## src/rtl/wmon_pkg.sv

```systemverilog
package wmon_pkg;
  localparam int unsigned RULE_CNT    = 6;
  localparam int unsigned RULE_ORDER  = 0;
  localparam int unsigned RULE_LEAD   = 1;
  localparam int unsigned RULE_GAP    = 2;
  localparam int unsigned RULE_BREADY = 3;
  localparam int unsigned RULE_AWHOLD = 4;
  localparam int unsigned RULE_WHOLD  = 5;
endpackage

```

## src/rtl/wmon_hold_check.sv

```systemverilog
// Generic ready/valid stability checker for one channel.
module wmon_hold_check #(
  parameter int unsigned PAY_W = 8
) (
  input  logic             clk,
  input  logic             rst,
  input  logic             valid,
  input  logic             ready,
  input  logic [PAY_W-1:0] payload,
  output logic             drop_hit,
  output logic             change_hit
);
  logic             pend_q;
  logic [PAY_W-1:0] pay_q;

  always_ff @(posedge clk) begin
    if (rst) begin
      pend_q <= 1'b0;
      pay_q  <= '0;
    end else begin
      pend_q <= valid & ~ready;
      pay_q  <= payload;
    end
  end

  always_comb begin
    drop_hit   = pend_q & ~valid;
    change_hit = pend_q & valid & (payload != pay_q);
  end
endmodule

```

## src/rtl/wmon_write_order.sv

```systemverilog
// Burst balance tracking, address/data ordering and data-gap detection.
module wmon_write_order #(
  parameter int unsigned BAL_W = 8
) (
  input  logic clk,
  input  logic rst,
  input  logic aw_valid,
  input  logic aw_ready,
  input  logic w_valid,
  input  logic w_ready,
  input  logic w_last,
  output logic order_hit,
  output logic lead_hit,
  output logic gap_hit
);
  localparam logic signed [BAL_W-1:0] BAL_MAX = {1'b0, {(BAL_W-1){1'b1}}};
  localparam logic signed [BAL_W-1:0] BAL_MIN = {1'b1, {(BAL_W-1){1'b0}}};
  localparam logic signed [BAL_W-1:0] BAL_ONE = {{(BAL_W-1){1'b0}}, 1'b1};

  logic signed [BAL_W-1:0] bal_q, bal_d;
  logic w_active_q;
  logic aw_fire, burst_done;

  always_comb begin
    aw_fire    = aw_valid & aw_ready;
    burst_done = w_valid & w_ready & w_last;
    bal_d      = bal_q;
    if (burst_done && !aw_fire && bal_q != BAL_MAX) bal_d = bal_q + BAL_ONE;
    else if (aw_fire && !burst_done && bal_q != BAL_MIN) bal_d = bal_q - BAL_ONE;
  end

  always_ff @(posedge clk) begin
    if (rst) begin
      bal_q      <= '0;
      w_active_q <= 1'b0;
    end else begin
      bal_q      <= bal_d;
      w_active_q <= w_valid & ~(w_ready & w_last);
    end
  end

  always_comb begin
    order_hit = aw_valid & ~w_valid & (bal_q <= $signed({BAL_W{1'b0}}));
    lead_hit  = burst_done & (bal_d > BAL_ONE);
    gap_hit   = w_active_q & ~w_valid;
  end

  // completing a second buffered burst must be reported
  assert_lead_R3: assert property (@(posedge clk) disable iff (rst)
    (bal_q == BAL_ONE && burst_done && !aw_fire) |-> lead_hit);

  // ordering breach only ever reported with a lone address
  assert_order_R2: assert property (@(posedge clk) disable iff (rst)
    order_hit |-> (aw_valid && !w_valid));
endmodule

```

## src/rtl/wmon_flag_bank.sv

```systemverilog
// Sticky breach flags and combined one-cycle pulse.
module wmon_flag_bank #(
  parameter int unsigned N = 6
) (
  input  logic         clk,
  input  logic         rst,
  input  logic [N-1:0] hits,
  output logic [N-1:0] flags,
  output logic         pulse
);
  logic past_ok;

  always_ff @(posedge clk) begin
    if (rst) begin
      flags   <= '0;
      pulse   <= 1'b0;
      past_ok <= 1'b0;
    end else begin
      flags   <= flags | hits;
      pulse   <= |hits;
      past_ok <= 1'b1;
    end
  end

  // a flag never clears outside reset
  assert_sticky_R8: assert property (@(posedge clk) disable iff (rst)
    past_ok |-> ((flags & $past(flags)) == $past(flags)));

  // a pulse always comes with at least one flag
  assert_pulse_R8: assert property (@(posedge clk) disable iff (rst)
    pulse |-> (flags != '0));
endmodule

```

## src/rtl/axi_wr_master_mon.sv

```systemverilog
module axi_wr_master_mon
  import wmon_pkg::*;
#(
  parameter int unsigned ADDR_W = 32,
  parameter int unsigned ID_W   = 4,
  parameter int unsigned LEN_W  = 8,
  parameter int unsigned DATA_W = 32,
  parameter int unsigned BAL_W  = 8
) (
  input  logic                clk,
  input  logic                rst,
  input  logic                aw_valid,
  input  logic                aw_ready,
  input  logic [ADDR_W-1:0]   aw_addr,
  input  logic [ID_W-1:0]     aw_id,
  input  logic [LEN_W-1:0]    aw_len,
  input  logic                w_valid,
  input  logic                w_ready,
  input  logic [DATA_W-1:0]   w_data,
  input  logic                w_last,
  input  logic                b_valid,
  input  logic                b_ready,
  output logic [RULE_CNT-1:0] breach_flags,
  output logic                breach_pulse
);
  localparam int unsigned AW_PAY_W = ADDR_W + ID_W + LEN_W;
  localparam int unsigned W_PAY_W  = DATA_W + 1;

  logic aw_drop, aw_change, w_drop_unused, w_change;
  logic order_hit, lead_hit, gap_hit;
  logic [RULE_CNT-1:0] hits;
  logic b_seen_unused;

  assign b_seen_unused = b_valid;

  wmon_hold_check #(.PAY_W(AW_PAY_W)) u_aw_hold (
    .clk(clk), .rst(rst), .valid(aw_valid), .ready(aw_ready),
    .payload({aw_id, aw_addr, aw_len}),
    .drop_hit(aw_drop), .change_hit(aw_change)
  );

  // W valid drops are covered by the stronger burst-gap rule
  wmon_hold_check #(.PAY_W(W_PAY_W)) u_w_hold (
    .clk(clk), .rst(rst), .valid(w_valid), .ready(w_ready),
    .payload({w_last, w_data}),
    .drop_hit(w_drop_unused), .change_hit(w_change)
  );

  wmon_write_order #(.BAL_W(BAL_W)) u_order (
    .clk(clk), .rst(rst),
    .aw_valid(aw_valid), .aw_ready(aw_ready),
    .w_valid(w_valid), .w_ready(w_ready), .w_last(w_last),
    .order_hit(order_hit), .lead_hit(lead_hit), .gap_hit(gap_hit)
  );

  always_comb begin
    hits              = '0;
    hits[RULE_ORDER]  = order_hit;
    hits[RULE_LEAD]   = lead_hit;
    hits[RULE_GAP]    = gap_hit;
    hits[RULE_BREADY] = ~b_ready;
    hits[RULE_AWHOLD] = aw_drop | aw_change;
    hits[RULE_WHOLD]  = w_change;
  end

  wmon_flag_bank #(.N(RULE_CNT)) u_flags (
    .clk(clk), .rst(rst), .hits(hits),
    .flags(breach_flags), .pulse(breach_pulse)
  );

  // a stalled response channel is flagged on the next cycle
  assert_bready_R5: assert property (@(posedge clk) disable iff (rst)
    !b_ready |=> breach_flags[RULE_BREADY]);

  // withdrawing a pending address is flagged
  assert_awdrop_R6: assert property (@(posedge clk) disable iff (rst)
    ($past(aw_valid && !aw_ready) && !aw_valid) |=> breach_flags[RULE_AWHOLD]);

  // a gap inside a data burst is flagged
  assert_wgap_R4: assert property (@(posedge clk) disable iff (rst)
    ($past(w_valid && !(w_ready && w_last)) && !w_valid) |=> breach_flags[RULE_GAP]);
endmodule

```

## config.mk

```make
export PLATFORM = sky130hd
export DESIGN_NAME = axi_wr_master_mon
export DESIGN_NICKNAME = d
export VERILOG_FILES = /design/src/rtl/wmon_pkg.sv /design/src/rtl/wmon_hold_check.sv /design/src/rtl/wmon_write_order.sv /design/src/rtl/wmon_flag_bank.sv /design/src/rtl/axi_wr_master_mon.sv
export SDC_FILE = /design/constraint.sdc
export NUM_CORES = 1
export LEC_CHECK = 0
export ABC_AREA = 1
export CORE_MARGIN = 8
export CORE_UTILIZATION = 46
export CTS_CLUSTER_DIAMETER = 80
export DETAILED_ROUTE_END_ITERATION = 10
export GPL_ROUTABILITY_DRIVEN = 0
export PLACE_DENSITY = 0.78
export SKIP_LAST_GASP = 1
export SYNTH_ARGS = -nofsm -noshare
export SYNTH_HDL_FRONTEND = slang
export SYNTH_SLANG_ARGS = --single-unit
```

## constraint.sdc

```tcl
create_clock -name clk -period 1.6 [get_ports clk]
set_input_delay 0.16 -clock clk [delete_from_list [all_inputs] [get_ports clk]]
set_output_delay 0.16 -clock clk [all_outputs]
set_load 0.005 [all_outputs]
```

==> results summary <==
The area of the core region is 9150 um2. The cell type contributing the most total cell area after synthesis is dfxtp_1. The number of buffers on the longest clock path is 2.

Global routing used 4.24% of the available met3 tracks. The total clock sinks is 95. The number of vias per cell after detailed routing is 4.62. After the last flow step, the layout net total stands at 841. The path class of the lowest-slack min-delay path is primary input to flop. The static leakage came out at 2.89 nW. The share of synthesized area occupied by flip-flops and latches is 44.4%.

The finished cells cover 5980 um2. The proportion of netlist area held by the largest area contributor is 44.4%. The post-layout instance count excluding filler cells came out at 869.

The ratio of cells with drive above 1 in the final layout is 14.4%. TritonCTS created 9 clock buffers. The post-synthesis to final-layout area growth is 39.7%. The normalized max-slew margin is 69.9%. For this design, the CTS-stage hold fixing added 0 buffers. The met1 routing resource usage after global routing is 19.0%. The count of yosys warnings during synthesis came out at 0. The starting DRC count in detailed routing came out at 155. On the final layout, the worst clock skew is 12.8 ps. The total via count in the routed design came out at 4,014. The effective utilization at floorplan came out at 46.8%.

The number of fill cells is 792. The maximum fanout along the worst path came out at 5. The met2 layer usage reported by global route came out at 28.9%. Data on the critical path arrives at its endpoint at 2020 ps. For the pin with the worst max-slew slack, the measured transition is 451 ps.

In the post-synthesis netlist, the biggest area contributors are dfxtp_1, nand2_1, nor2_1. In this run, distinct cell masters in the synthesized netlist total 27. Wires add up to 10,600 um. Synthesis handed over a netlist of 616 instances. In the final routed layout, each cell accounts on average for 12.2 um. CTS built an H-tree with a depth of 3. The worst setup path is of the flop to flop kind. The post-synthesis instance area came out at 4280 um2. The final count of hold timing violations came out at 0. The half-perimeter wire length after detailed placement is 7940 um. Timing would allow up to 0.565 GHz. TritonCTS built the clock tree.

The area enclosed by the die boundary is 12,700 um2. Setup repair after global routing could not meet its margin everywhere. For the worst-skew pair, the clock arrives at the later sink with an insertion delay of 360 ps.

The overflow left after global routing is 0. Across every metal layer, demand over resource in global routing totals 16.8%. In this run the clock root is driven by a clkbuf_8. The data required time of the worst path is 1850 ps. The standard cell area after detailed placement came out at 5590 um2. Counting tap cells, the placed design contains a total of 844 instances. The nature of the critical path endpoint is a flop.

The number of synthesized register bits came out at 95. The final setup slack of the worst path is -171 ps. After clock tree synthesis, the clock-pin slew on the worst setup and hold paths is 100 ps. Port buffering added 90 buffers.

In this run the horizontal extent of the chip is 112 um. The number of antenna-violating nets in the routed design is 0. The flow ran to the end, but the final reports show violations. The maximum number of pins on one net before global-route repair is 41. In the finished design, the share of the clock period the worst path needs comes to 111%. Dividing total power by cell area gives a power density of 870 nW/um2.

met2 is the most crowded layer. The initial antenna violation count came to 0. The minimum clock period came out at 1770 ps. The total setup violations reported at the end of the flow came out at 6. The count of unresolved DRC violations after routing is 0. The antenna diode count came out at 0. The number of max-cap violations is 0. For this run, the detailed router's first-pass iteration total came to 4. The final reports fail on setup timing. The count of final max-slew check failures is 0.

The top-level I/O count came out at 92. The worst vdd rail ir drop came out at 0.518 mV. The net count after synthesis is 704. The global-route wire length before repair is 17,700 um. The synthesized area per cell came out at 6.95 um2.

The via count of the first global-routing pass came out at 4,109. The worst setup path is launched from a flop. The vertical die dimension came out at 112 um. The number of rows in the core area came out at 35.
## Yosys cell counts (all sizes together)
| cell type | count |
|---|---|
| nand2 | 141 |
| nor2 | 137 |
| inv | 119 |
| dfxtp | 95 |
| xnor2 | 33 |
| xor2 | 15 |
| nand3 | 14 |
| o21ai | 12 |
| a21oi | 11 |
| nand4 | 10 |
| clkbuf | 9 |
| nor3 | 8 |
| ha | 3 |
| or2 | 3 |
| buf | 2 |
| a211oi | 1 |
| a21boi | 1 |
| nand3b | 1 |
| o211ai | 1 |
## final cells by class
| class | count | area [um2] | share of cell area [%] |
|---|---|---|---|
| Inverter | 119 | 454 | 7.59 |
| Tap cell | 111 | 139 | 2.32 |
| Clock buffer | 10 | 138 | 2.30 |
| Sequential cell | 95 | 1910 | 32.0 |
| Timing Repair Buffer | 137 | 1280 | 21.4 |
| Clock inverter | 6 | 51.3 | 0.857 |
| Multi-Input combinational cell | 391 | 2010 | 33.5 |
## layer usage
metal / wire [um] / share of wire (%) / up-vias
met3: 626 / 5.9 / 29
met1: 4490 / 42 / 1784
met5: 0 / 0 / -
met4: 361 / 3.4 / 0
li1: - / - / 2077
met2: 5130 / 48 / 124
## final timing paths
check | startpoint | end | slack [ps] | cells past startpoint
max | u_order.bal_q[4] | u_flags.pulse | -170 | 14
min | rst | u_w_hold.pay_q[5] | 220 | 2
max reg2reg | u_order.bal_q[4] | u_flags.pulse | -170 | 14
min reg2reg | u_flags.flags[3] | u_flags.flags[3] | 450 | 2
## cells by family (layout without fill, tap and decap cells)
kind of cell             Yosys count  count (layout)  synth area share (%)
AO/OA/AOI/OAI                     26              26                  3.21
XOR/XNOR                          48              48                  9.82
flip-flops                        95              95                  44.4
adder cells (fa/ha/maj)            3               3                 0.877
buffers and inverters            130             272                  11.5
AND/OR/NAND/NOR                  314             314                  30.2
## critical path, cell delays in order (launching register included)
cell	delay, ps
dfxtp_2	370
inv_1	210
nand2_1	100
nor2_1	100
nand2_1	110
nand2_2	130
nand2_1	60
nand2_1	70
nand2_1	60
nand2_2	80
nand2_1	60
nor2_1	110
nand2_1	90
nand2_2	70
a21oi_1	50
## stage by stage
step / worst slack [ps] / setup TNS [ps] / hold WS [ps] / total power, W / util, %
2_1_floorplan: 29.9 / 0 / 238 / 0.00313 / -
3_3_place_gp: -240 / -1000 / 434 / 0.00358 / 61.1
3_5_place_dp: -332 / -1660 / 442 / 0.00361 / 61.1
4_1_cts: -24.7 / -46.1 / 209 / 0.00519 / 64.7
5_1_grt: -276 / -1060 / 229 / 0.00546 / 65.4
6_report: -171 / -466 / 215 / 0.00521 / 65.4
## timing repair
item                                    4_1_cts  5_1_grt
gates resized for setup                      29       15
endpoints found under the setup margin        6        6
setup buffers                                 6        3
pin swaps                                     7        9
## flip-flops by register name, indices dropped and copies added, names as in the netlist
signal / count
u_order.bal_q: 8
u_flags.flags: 6
u_w_hold.pay_q: 33
u_flags.pulse: 1
u_order.w_active_q: 1
u_w_hold.pend_q: 1
u_aw_hold.pay_q: 44
u_aw_hold.pend_q: 1
## layout by cell type (no fill, tap or decap), types with 10 or more instances in the layout
cell	n
nand3_1	10
inv_1	113
a21oi_1	11
nand2_2	11
clkdlybuf4s50_1	89
dfxtp_1	89
xor2_1	15
nand2_1	128
o21ai_0	11
nor2_1	130
clkbuf_8	10
xnor2_1	33
buf_4	43
## power breakdown
part           switching (W)  internal (W)  total (W)  leakage (nW)
combinational       0.000503      0.000569    0.00107          2.01
sequential         0.0000933       0.00250    0.00260         0.793
clock               0.000907      0.000630    0.00154        0.0875
total                0.00150       0.00370    0.00521          2.89
No activity file was read; power rests on OpenSTA's default activity.
